## config.mk

```make
export PLATFORM = sky130hd
export DESIGN_NAME = tonepair_steer
export DESIGN_NICKNAME = d
export VERILOG_FILES = /design/src/rtl/tsl_pkg.sv /design/src/rtl/tsl_early.sv /design/src/rtl/tsl_guard.sv /design/src/rtl/tsl_latch.sv /design/src/rtl/tonepair_steer.sv
export SDC_FILE = /design/constraint.sdc
export NUM_CORES = 1
export LEC_CHECK = 0
export ABC_CLOCK_PERIOD_IN_PS = 7100
export BUFFER_PORTS_ARGS = -buffer_cell sky130_fd_sc_hd__buf_2
export CAP_MARGIN = 5
export CORE_UTILIZATION = 55
export DETAILED_ROUTE_END_ITERATION = 12
export PLACE_DENSITY_LB_ADDON = 0.1
export SLEW_MARGIN = 40
export SYNTH_ARGS = -nofsm -noshare
export SYNTH_HDL_FRONTEND = slang
export SYNTH_SLANG_ARGS = --single-unit
```

## constraint.sdc

```tcl
create_clock -name clk -period 7.1 [get_ports clk]
set_input_delay 0.71 -clock clk [delete_from_list [all_inputs] [get_ports clk]]
set_output_delay 0.71 -clock clk [all_outputs]
set_load 0.02 [all_outputs]
```

## src/rtl/tsl_pkg.sv

```systemverilog
package tsl_pkg;

  localparam int CODE_W = 4;
  typedef logic [CODE_W-1:0] code_t;

  // codes of the extended characters
  localparam code_t KEY_A = 4'd13;
  localparam code_t KEY_B = 4'd14;
  localparam code_t KEY_C = 4'd15;
  localparam code_t KEY_D = 4'd0;

  typedef enum logic {ST_FREE, ST_HELD} steer_st_e;

  function automatic logic is_extended(input code_t c);
    return (c == KEY_A) || (c == KEY_B) || (c == KEY_C) || (c == KEY_D);
  endfunction

endpackage

```

## src/rtl/tsl_early.sv

```systemverilog
module tsl_early
  import tsl_pkg::*;
(
  input  logic  clk,
  input  logic  rst_n,
  input  logic  det_valid,
  input  code_t det_code,
  input  logic  inhibit,
  input  logic  pwr_down,
  output logic  early,
  output code_t early_code
);

  logic masked;
  logic qualify;

  assign masked  = inhibit && is_extended(det_code);
  assign qualify = det_valid && !masked && !pwr_down;

  always_ff @(posedge clk or negedge rst_n) begin
    if (!rst_n) begin
      early      <= 1'b0;
      early_code <= '0;
    end else begin
      early <= qualify;
      if (qualify) early_code <= det_code;
    end
  end

endmodule

```

## src/rtl/tsl_guard.sv

```systemverilog
module tsl_guard
  import tsl_pkg::*;
#(
  parameter int CNT_W = 8
) (
  input  logic             clk,
  input  logic             rst_n,
  input  logic             pwr_down,
  input  logic             early,
  input  logic [CNT_W-1:0] gp,
  input  logic [CNT_W-1:0] ga,
  output logic             delayed,
  output logic             reg_evt,
  output logic             rel_evt,
  output logic [CNT_W-1:0] level
);

  localparam int CW1 = CNT_W + 1;
  localparam logic [CNT_W-1:0] ONE  = CNT_W'(1);
  localparam logic [CW1-1:0]   ONEW = CW1'(1);

  // saturating increment toward a cap
  function automatic logic [CNT_W-1:0] step_up(input logic [CNT_W-1:0] lvl,
                                              input logic [CNT_W-1:0] cap);
    return (lvl >= cap) ? cap : lvl + ONE;
  endfunction

  // saturating decrement toward zero
  function automatic logic [CNT_W-1:0] step_dn(input logic [CNT_W-1:0] lvl);
    return (lvl == '0) ? '0 : lvl - ONE;
  endfunction

  // one more present cycle reaches the presence guard
  function automatic logic hits_present(input logic [CNT_W-1:0] lvl,
                                        input logic [CNT_W-1:0] lim);
    return ({1'b0, lvl} + ONEW) >= {1'b0, lim};
  endfunction

  // one more absent cycle empties the level
  function automatic logic hits_absent(input logic [CNT_W-1:0] lvl);
    return lvl <= ONE;
  endfunction

  steer_st_e        st_q, st_d;
  logic [CNT_W-1:0] lvl_q, lvl_d;

  always_comb begin
    st_d    = st_q;
    lvl_d   = lvl_q;
    reg_evt = 1'b0;
    rel_evt = 1'b0;
    case (st_q)
      ST_FREE: begin
        if (early) begin
          if (hits_present(lvl_q, gp)) begin
            reg_evt = 1'b1;
            st_d    = ST_HELD;
            lvl_d   = ga;
          end else begin
            lvl_d = step_up(lvl_q, gp);
          end
        end else begin
          lvl_d = step_dn(lvl_q);
        end
      end
      ST_HELD: begin
        if (early) begin
          lvl_d = step_up(lvl_q, ga);
        end else if (hits_absent(lvl_q)) begin
          rel_evt = 1'b1;
          st_d    = ST_FREE;
          lvl_d   = '0;
        end else begin
          lvl_d = step_dn(lvl_q);
        end
      end
      default: begin
        st_d  = ST_FREE;
        lvl_d = '0;
      end
    endcase
    if (pwr_down) begin
      st_d    = ST_FREE;
      lvl_d   = '0;
      reg_evt = 1'b0;
      rel_evt = 1'b0;
    end
  end

  always_ff @(posedge clk or negedge rst_n) begin
    if (!rst_n) begin
      st_q  <= ST_FREE;
      lvl_q <= '0;
    end else begin
      st_q  <= st_d;
      lvl_q <= lvl_d;
    end
  end

  assign delayed = (st_q == ST_HELD);
  assign level   = lvl_q;

endmodule

```

## src/rtl/tsl_latch.sv

```systemverilog
module tsl_latch
  import tsl_pkg::*;
(
  input  logic  clk,
  input  logic  rst_n,
  input  logic  load,
  input  code_t load_code,
  input  logic  out_en,
  output code_t latch_q,
  output code_t data_q,
  output logic  data_oe
);

  always_ff @(posedge clk or negedge rst_n) begin
    if (!rst_n)    latch_q <= '0;
    else if (load) latch_q <= load_code;
  end

  assign data_oe = out_en;
  assign data_q  = out_en ? latch_q : '0;

endmodule

```

## src/rtl/tonepair_steer.sv

```systemverilog
module tonepair_steer
  import tsl_pkg::*;
#(
  parameter int CNT_W = 8
) (
  input  logic             clk,
  input  logic             rst_n,
  input  logic             det_valid,
  input  logic [3:0]       det_code,
  input  logic             inhibit,
  input  logic             pwr_down,
  input  logic             out_en,
  input  logic [CNT_W-1:0] guard_present,
  input  logic [CNT_W-1:0] guard_absent,
  output logic             early_steer,
  output logic             delayed_steer,
  output logic [3:0]       data_q,
  output logic             data_oe
);

  code_t            early_code;
  code_t            latch_q;
  logic             reg_evt;
  logic             rel_evt;
  logic [CNT_W-1:0] steer_level;

  tsl_early u_early (
    .clk        (clk),
    .rst_n      (rst_n),
    .det_valid  (det_valid),
    .det_code   (det_code),
    .inhibit    (inhibit),
    .pwr_down   (pwr_down),
    .early      (early_steer),
    .early_code (early_code)
  );

  tsl_guard #(.CNT_W(CNT_W)) u_guard (
    .clk      (clk),
    .rst_n    (rst_n),
    .pwr_down (pwr_down),
    .early    (early_steer),
    .gp       (guard_present),
    .ga       (guard_absent),
    .delayed  (delayed_steer),
    .reg_evt  (reg_evt),
    .rel_evt  (rel_evt),
    .level    (steer_level)
  );

  tsl_latch u_latch (
    .clk       (clk),
    .rst_n     (rst_n),
    .load      (reg_evt),
    .load_code (early_code),
    .out_en    (out_en),
    .latch_q   (latch_q),
    .data_q    (data_q),
    .data_oe   (data_oe)
  );

endmodule

```

==> metrics, run 1 <==
setup bufs post-CTS 0; buffers added on ports 32; post-synthesis register bit count 18; Avg Cell Area, Syn 8.63 µm²; largest net degree at the start of global routing 19; RSZ-0062 raised after global routing false; Netlist cell types 51; CP Cell Sequence ha_1, nand3_1, nor2_1, xor2_1, ha_1, and4_1, a21oi_1, o311ai_2, or2_1, nand3b_1, mux2_2; Placed Area 0.00221 mm²; worst vdd ir 0.000156 V; Final Cell Area 0.00226 mm²; Final Max Slew Viols 0; clk_lat worst skew 0.27 ns; total power draw 0.785 mW; Max Cap Viol 0; Initial DRT Pass Iterations 4; Avg WL per Cell 16.4 µm; total gr overflow 0; vias in the first global route 1,848; CP max-delay cell dfrtp_1; H-tree lvl count 1; Period minus WS final 3.43 ns; Antenna diodes 0; Seq/Total Area, Yosys 0.221; Post-synth EDFFs 0; CTS Buf Count 3; Crit path required time 7.25 ns; hold slack 0.373 ns; P per Cell Area 347 mW/mm²; Starting Density 0.592; Final WS setup 3.67 ns; Most common cell on crit path ha_1; Max Clock Freq 291 MHz; chip width 62.9 µm; antenna violations before repair 0; Core Footprint 0.00344 mm²; Post-synth top cells ha_1, inv_1, nand2_1, dfrtp_1, nor2_1; Hold Buf Count CTS 0; CP Class reg -> reg; CP startpoint kind register; run status finished clean; Clock transition at path regs 0.08 ns; Die Area 0.00395 mm²; top cell type's share of synthesized area 0.221; Crit Path Max Fanout 11; Mapped Nets 290; initial drt markers 93; first-pass GRT wire length 8.55 mm; Synth Flop Type dfrtp_1; top cells by area, synth dfrtp_1, ha_1, mux2_2, inv_1, nand2_1; fraction of layout cells with a size suffix above 1 0.223; Fin. Hold Viols 0; async set-reset flop share out of synthesis 1.00; via count 1,871; Fin Setup TNS 0 ns; CP Data Arrival Time 3.58 ns; post_cts resized 0; skew final 0.00992 ns; Synth-to-Final Area Change 11.0%; Pleak 1.13 nW; Worst-Margin Slew 0.739 ns; detailed placement HPWL 4.03 mm; maximum clock insertion buffer count 2; clk sinks 18; FP Rows 21; most frequent cell after synthesis ha_1; Cell Area, Synth 0.00204 mm²; Layout Cells excl Fill 311; CP Capture Type register; Yosys top cell by area dfrtp_1; Inst Count DP 307; final core utilization 0.657; I/O pin cnt 33; Largest stage delay, worst path 0.52 ns; WP buf/inv 0; post-route DRC violation count 0; CTS root buf clkbuf_8; height of the die 62.9 µm; via-per-instance ratio 6.02; Final nets 320; Worst Hold Class in -> async; Max-slew headroom 0.503; Mapped Cells 236; YS warnings 0; final worst-path cycle share 0.483; routed wire length 5.11 mm; routability cong. 0.904; DRT antenna net count 0; CTS tree yes; CP top delay family simple AND/OR/NAND/NOR gates; overall routing resource usage 0.278; Final setup violation count 0; Post-Place Worst Slack 3.73 ns
[area by class of cell]
class | instances | area, µm²
Multi-Input combinational cell | 186 | 1440
Timing Repair Buffer | 32 | 160
Inverter | 25 | 93.8
Clock buffer | 4 | 55.1
Sequential cell | 18 | 450
Tap cell | 46 | 57.6
Fill cell | 314 | 1180
[cells by family (layout without fill, tap and decap cells)]
family	count (synthesis)	count (layout)	synth area share
and+or+nand+nor	78	78	0.199
AOI/OAI and AO/OA	58	58	0.226
buffers and inverters	32	61	0.0737
adders and majority gates	28	28	0.172
DFF	18	18	0.221
muxes	12	12	0.0651
xor gates and xnor gates	10	10	0.0430
[registers in the layout, summed over array words and instances (netlist names)]
signal              flops
u_guard.level           8
u_early.early_code      4
u_guard.delayed         1
u_latch.latch_q         4
u_early.early           1
[worst paths after layout]
path | from | depth (start not counted) | slack (ns) | to
max in group asynchronous | rst_n | 1 | 6.41 | u_latch.latch_q[2]$_DFFE_PN0P_
setup / recovery | u_guard.level[0]$_DFF_PN0_ | 11 | 3.67 | u_latch.latch_q[3]$_DFFE_PN0P_
min in group clk | u_early.early_code[1]$_DFFE_PN0P_ | 2 | 0.47 | u_early.early_code[1]$_DFFE_PN0P_
hold reg to reg | u_early.early_code[1]$_DFFE_PN0P_ | 2 | 0.47 | u_early.early_code[1]$_DFFE_PN0P_
hold / removal | rst_n | 1 | 0.37 | u_guard.level[3]$_DFF_PN0_
setup reg to reg | u_guard.level[0]$_DFF_PN0_ | 11 | 3.67 | u_latch.latch_q[3]$_DFFE_PN0P_
[layer usage]
layer	part of all wire	wire length, µm	vias up	GRT usage
met5	0	0	-	0
li1	-	-	915	-
met1	0.46	2330	896	0.344
met4	0.018	91	0	0.0727
met3	0.044	223	10	0.0383
met2	0.48	2470	50	0.500
[cells in the final DEF, fill, tap and decap left out, drive strengths merged, types with 6 or more instances in the layout]
master / instances
mux2: 10
a21oi: 10
buf: 32
inv: 25
nor4: 6
o21ai: 16
nand2: 23
ha: 28
nor2: 18
dfrtp: 18
nand3: 6
[power breakdown]
part           total (mW)  switching (mW)  internal, mW  leakage [nW]
clock              0.0893          0.0398        0.0494        0.0288
combinational       0.503           0.270         0.233         0.862
sequential          0.193          0.0619         0.131         0.235
total               0.785           0.371         0.414          1.13
(Power assumes the default switching activity.)
==> inputs of run 2 (changes only) <==
--- a/config.mk
+++ b/config.mk
@@ -5,10 +5,10 @@
 export SDC_FILE = /design/constraint.sdc
 export NUM_CORES = 1
 export LEC_CHECK = 0
-export ABC_CLOCK_PERIOD_IN_PS = 7100
+export ABC_CLOCK_PERIOD_IN_PS = 3000
 export BUFFER_PORTS_ARGS = -buffer_cell sky130_fd_sc_hd__buf_2
 export CAP_MARGIN = 5
-export CORE_UTILIZATION = 55
+export CORE_UTILIZATION = 52
 export DETAILED_ROUTE_END_ITERATION = 12
 export PLACE_DENSITY_LB_ADDON = 0.1
 export SLEW_MARGIN = 40
==> constraint.sdc (replaced) <==
create_clock -name clk -period 3 [get_ports clk]
set_input_delay 0.3 -clock clk [delete_from_list [all_inputs] [get_ports clk]]
set_output_delay 0.3 -clock clk [all_outputs]
set_load 0.02 [all_outputs]
==> run 2 against run 1 <==
Critical path depth stayed put. Hold slack lost 0.11 ns. Total power increased to 2.6 times the previous value. Clock-buffer cell count is the same. Routed wire length increased by 2.8%. Worst setup slack worse by 3.5 ns. Core utilization hardly changed. Critical path type unchanged. Critical endpoint is now u_latch.latch_q[1]$_DFFE_PN0P_. Largest cell class unchanged. Largest power group unchanged.
==> metrics, run 2 (synthesized netlist as in run 1, its figures left out) <==
run status finished clean (unchanged); Multi-input gate area 0.00146 mm² (was 0.00144 mm²); Avg WL per Cell 15.7 µm (was 16.4 µm); skew final 0.00629 ns (was 0.00992 ns); Min-Delay Startpoint det_code[0]; Worst Hold Class in -> reg (was in -> async); vias in the first global route 1,827 (was 1,848); Crit path required time 3.14 ns (was 7.25 ns); CTS tree yes (unchanged); Initial DRT Pass Iterations 4 (unchanged); FP Rows 22 (was 21); Antenna diodes 0 (unchanged); # fillers 348 (was 314); fraction of layout cells with a size suffix above 1 0.294 (was 0.223); Final WS setup 0.137 ns (was 3.67 ns); Pleak 1.24 nW (was 1.13 nW); hold slack 0.266 ns (was 0.373 ns); Starting Density 0.548 (was 0.592); CP Capture Type register (unchanged); Max Clock Freq 349 MHz (was 291 MHz); H-tree lvl count 1 (unchanged); Hold Path Sink u_early.early_code[0]$_DFFE_PN0P_; Post-Place Worst Slack 0.102 ns (was 3.73 ns); clk_lat worst skew 0.26 ns (was 0.27 ns); total gr overflow 0 (unchanged); final worst-path cycle share 0.954 (was 0.483); DRT antenna net count 0 (unchanged); P per Cell Area 824 mW/mm² (was 347 mW/mm²); final core utilization 0.657 (about the same); routability cong. 0.872 (was 0.904); Placed Area 0.00234 mm² (was 0.00221 mm²); first-pass GRT wire length 8.58 mm (was 8.55 mm); Die Area 0.00417 mm² (was 0.00395 mm²); maximum clock insertion buffer count 2 (unchanged); Final setup violation count 0 (unchanged); CTS Buf Count 3 (unchanged); max reg flops 8 (unchanged); Final nets 341 (was 320); Max Cap Viol 0 (unchanged); CP startpoint kind register (unchanged); WHS Path Cells 3; clk sinks 18 (unchanged); Core Footprint 0.00372 mm² (was 0.00344 mm²); Final Cell Area 0.00244 mm² (was 0.00226 mm²); chip width 64.6 µm (was 62.9 µm); via count 1,932 (was 1,871); Final Max Slew Viols 0 (unchanged); detailed placement HPWL 4.29 mm (was 4.03 mm); Clock transition at path regs 0.07 ns (was 0.08 ns); Period minus WS final 2.86 ns (was 3.43 ns); R2R cell count 11 (unchanged); buffers added on ports 32 (unchanged); I/O pin cnt 33 (unchanged); r2r startpoint u_guard.level[0]$_DFF_PN0_ (unchanged); initial drt markers 147 (was 93); via-per-instance ratio 5.78 (was 6.02); antenna violations before repair 0 (unchanged); post-route DRC violation count 0 (unchanged); Fin Setup TNS 0 ns (unchanged); CP Class reg -> reg (unchanged); sequential cell area 450 µm² (unchanged); R2R Path End u_latch.latch_q[1]$_DFFE_PN0P_ (was u_latch.latch_q[3]$_DFFE_PN0P_); CP Data Arrival Time 3.00 ns (was 3.58 ns); Worst-Margin Slew 0.754 ns (was 0.739 ns); worst vdd ir 0.000391 V (was 0.000156 V); CTS root buf clkbuf_8 (unchanged); height of the die 64.6 µm (was 62.9 µm); r2r setup slk 0.14 ns (was 3.67 ns); routed wire length 5.25 mm (was 5.11 mm); most common cell after layout, fill and taps aside buf_2 (unchanged); Max-slew headroom 0.493 (was 0.503); Fin. Hold Viols 0 (unchanged); commonest cells after routing, fill and taps aside buf_2, ha_1, inv_1, nand2_1, buf_4 (was buf_2, ha_1, inv_1, nand2_1); largest net degree at the start of global routing 19 (unchanged); Crit Path Max Fanout 4 (was 11); overall routing resource usage 0.269 (was 0.278); Synth-to-Final Area Change 19.8% (was 11.0%)
-- run 2: worst max-delay path by stage --
stage / startpoint / endpoint / slack, ns
4_1_cts: u_guard.level[0]$_DFF_PN0_ / u_latch.latch_q[1]$_DFFE_PN0P_ / 0.1
3_5_place_dp: u_guard.level[0]$_DFF_PN0_ / u_latch.latch_q[1]$_DFFE_PN0P_ / 0.10
5_1_grt: u_guard.level[0]$_DFF_PN0_ / u_latch.latch_q[0]$_DFFE_PN0P_ / -0.02
2_1_floorplan: u_guard.level[0]$_DFF_PN0_ / u_latch.latch_q[0]$_DFFE_PN0P_ / 0.22
3_3_place_gp: u_guard.level[0]$_DFF_PN0_ / u_latch.latch_q[3]$_DFFE_PN0P_ / 0.20
6_report: u_guard.level[0]$_DFF_PN0_ / u_latch.latch_q[1]$_DFFE_PN0P_ / 0.14
-- run 2: routing by layer --
metal	part of all wire	global-route usage
met1	0.47	0.357
met2	0.47	0.458
met3	0.058	0.0475
met4	0.0049	0.0528
met5	0	0
-- run 2: what timing repair did --
action	in CTS	in global routing
resized for setup	0	6
endpoints found under the hold margin	18	0
buffers inserted	0	1
setup endpoints to repair	0	12
hold buffers	1	0
-- run 2: cell type report --
| cell class | instances | area share |
|---|---|---|
| Clock buffer | 4 | 0.0226 |
| Inverter | 25 | 0.0385 |
| Multi-Input combinational cell | 186 | 0.598 |
| Sequential cell | 18 | 0.185 |
| Tap cell | 48 | 0.0246 |
| Timing Repair Buffer | 53 | 0.131 |
-- run 2: through the flow --
step                total power, mW  instances
floorplan                      1.39        236
global placement               1.75        328
detailed placement             1.76        328
CTS                            1.98        333
global route                   2.18        334
finish                         2.01        334
-- run 2: where the power goes --
| part | switching (mW) | internal (mW) |
|---|---|---|
| clock network | 0.0877 | 0.117 |
| logic | 0.748 | 0.677 |
| registers | 0.0712 | 0.312 |
-- run 2: critical path, stage by stage (launching register included) --
cell	delay, ns
dfrtp_1	0.40
ha_2	0.22
nand3_2	0.11
nor2_1	0.14
xor2_1	0.25
ha_1	0.29
and4_1	0.21
a21oi_2	0.15
o311ai_2	0.12
or2_1	0.29
nand3b_1	0.21
mux2_2	0.36
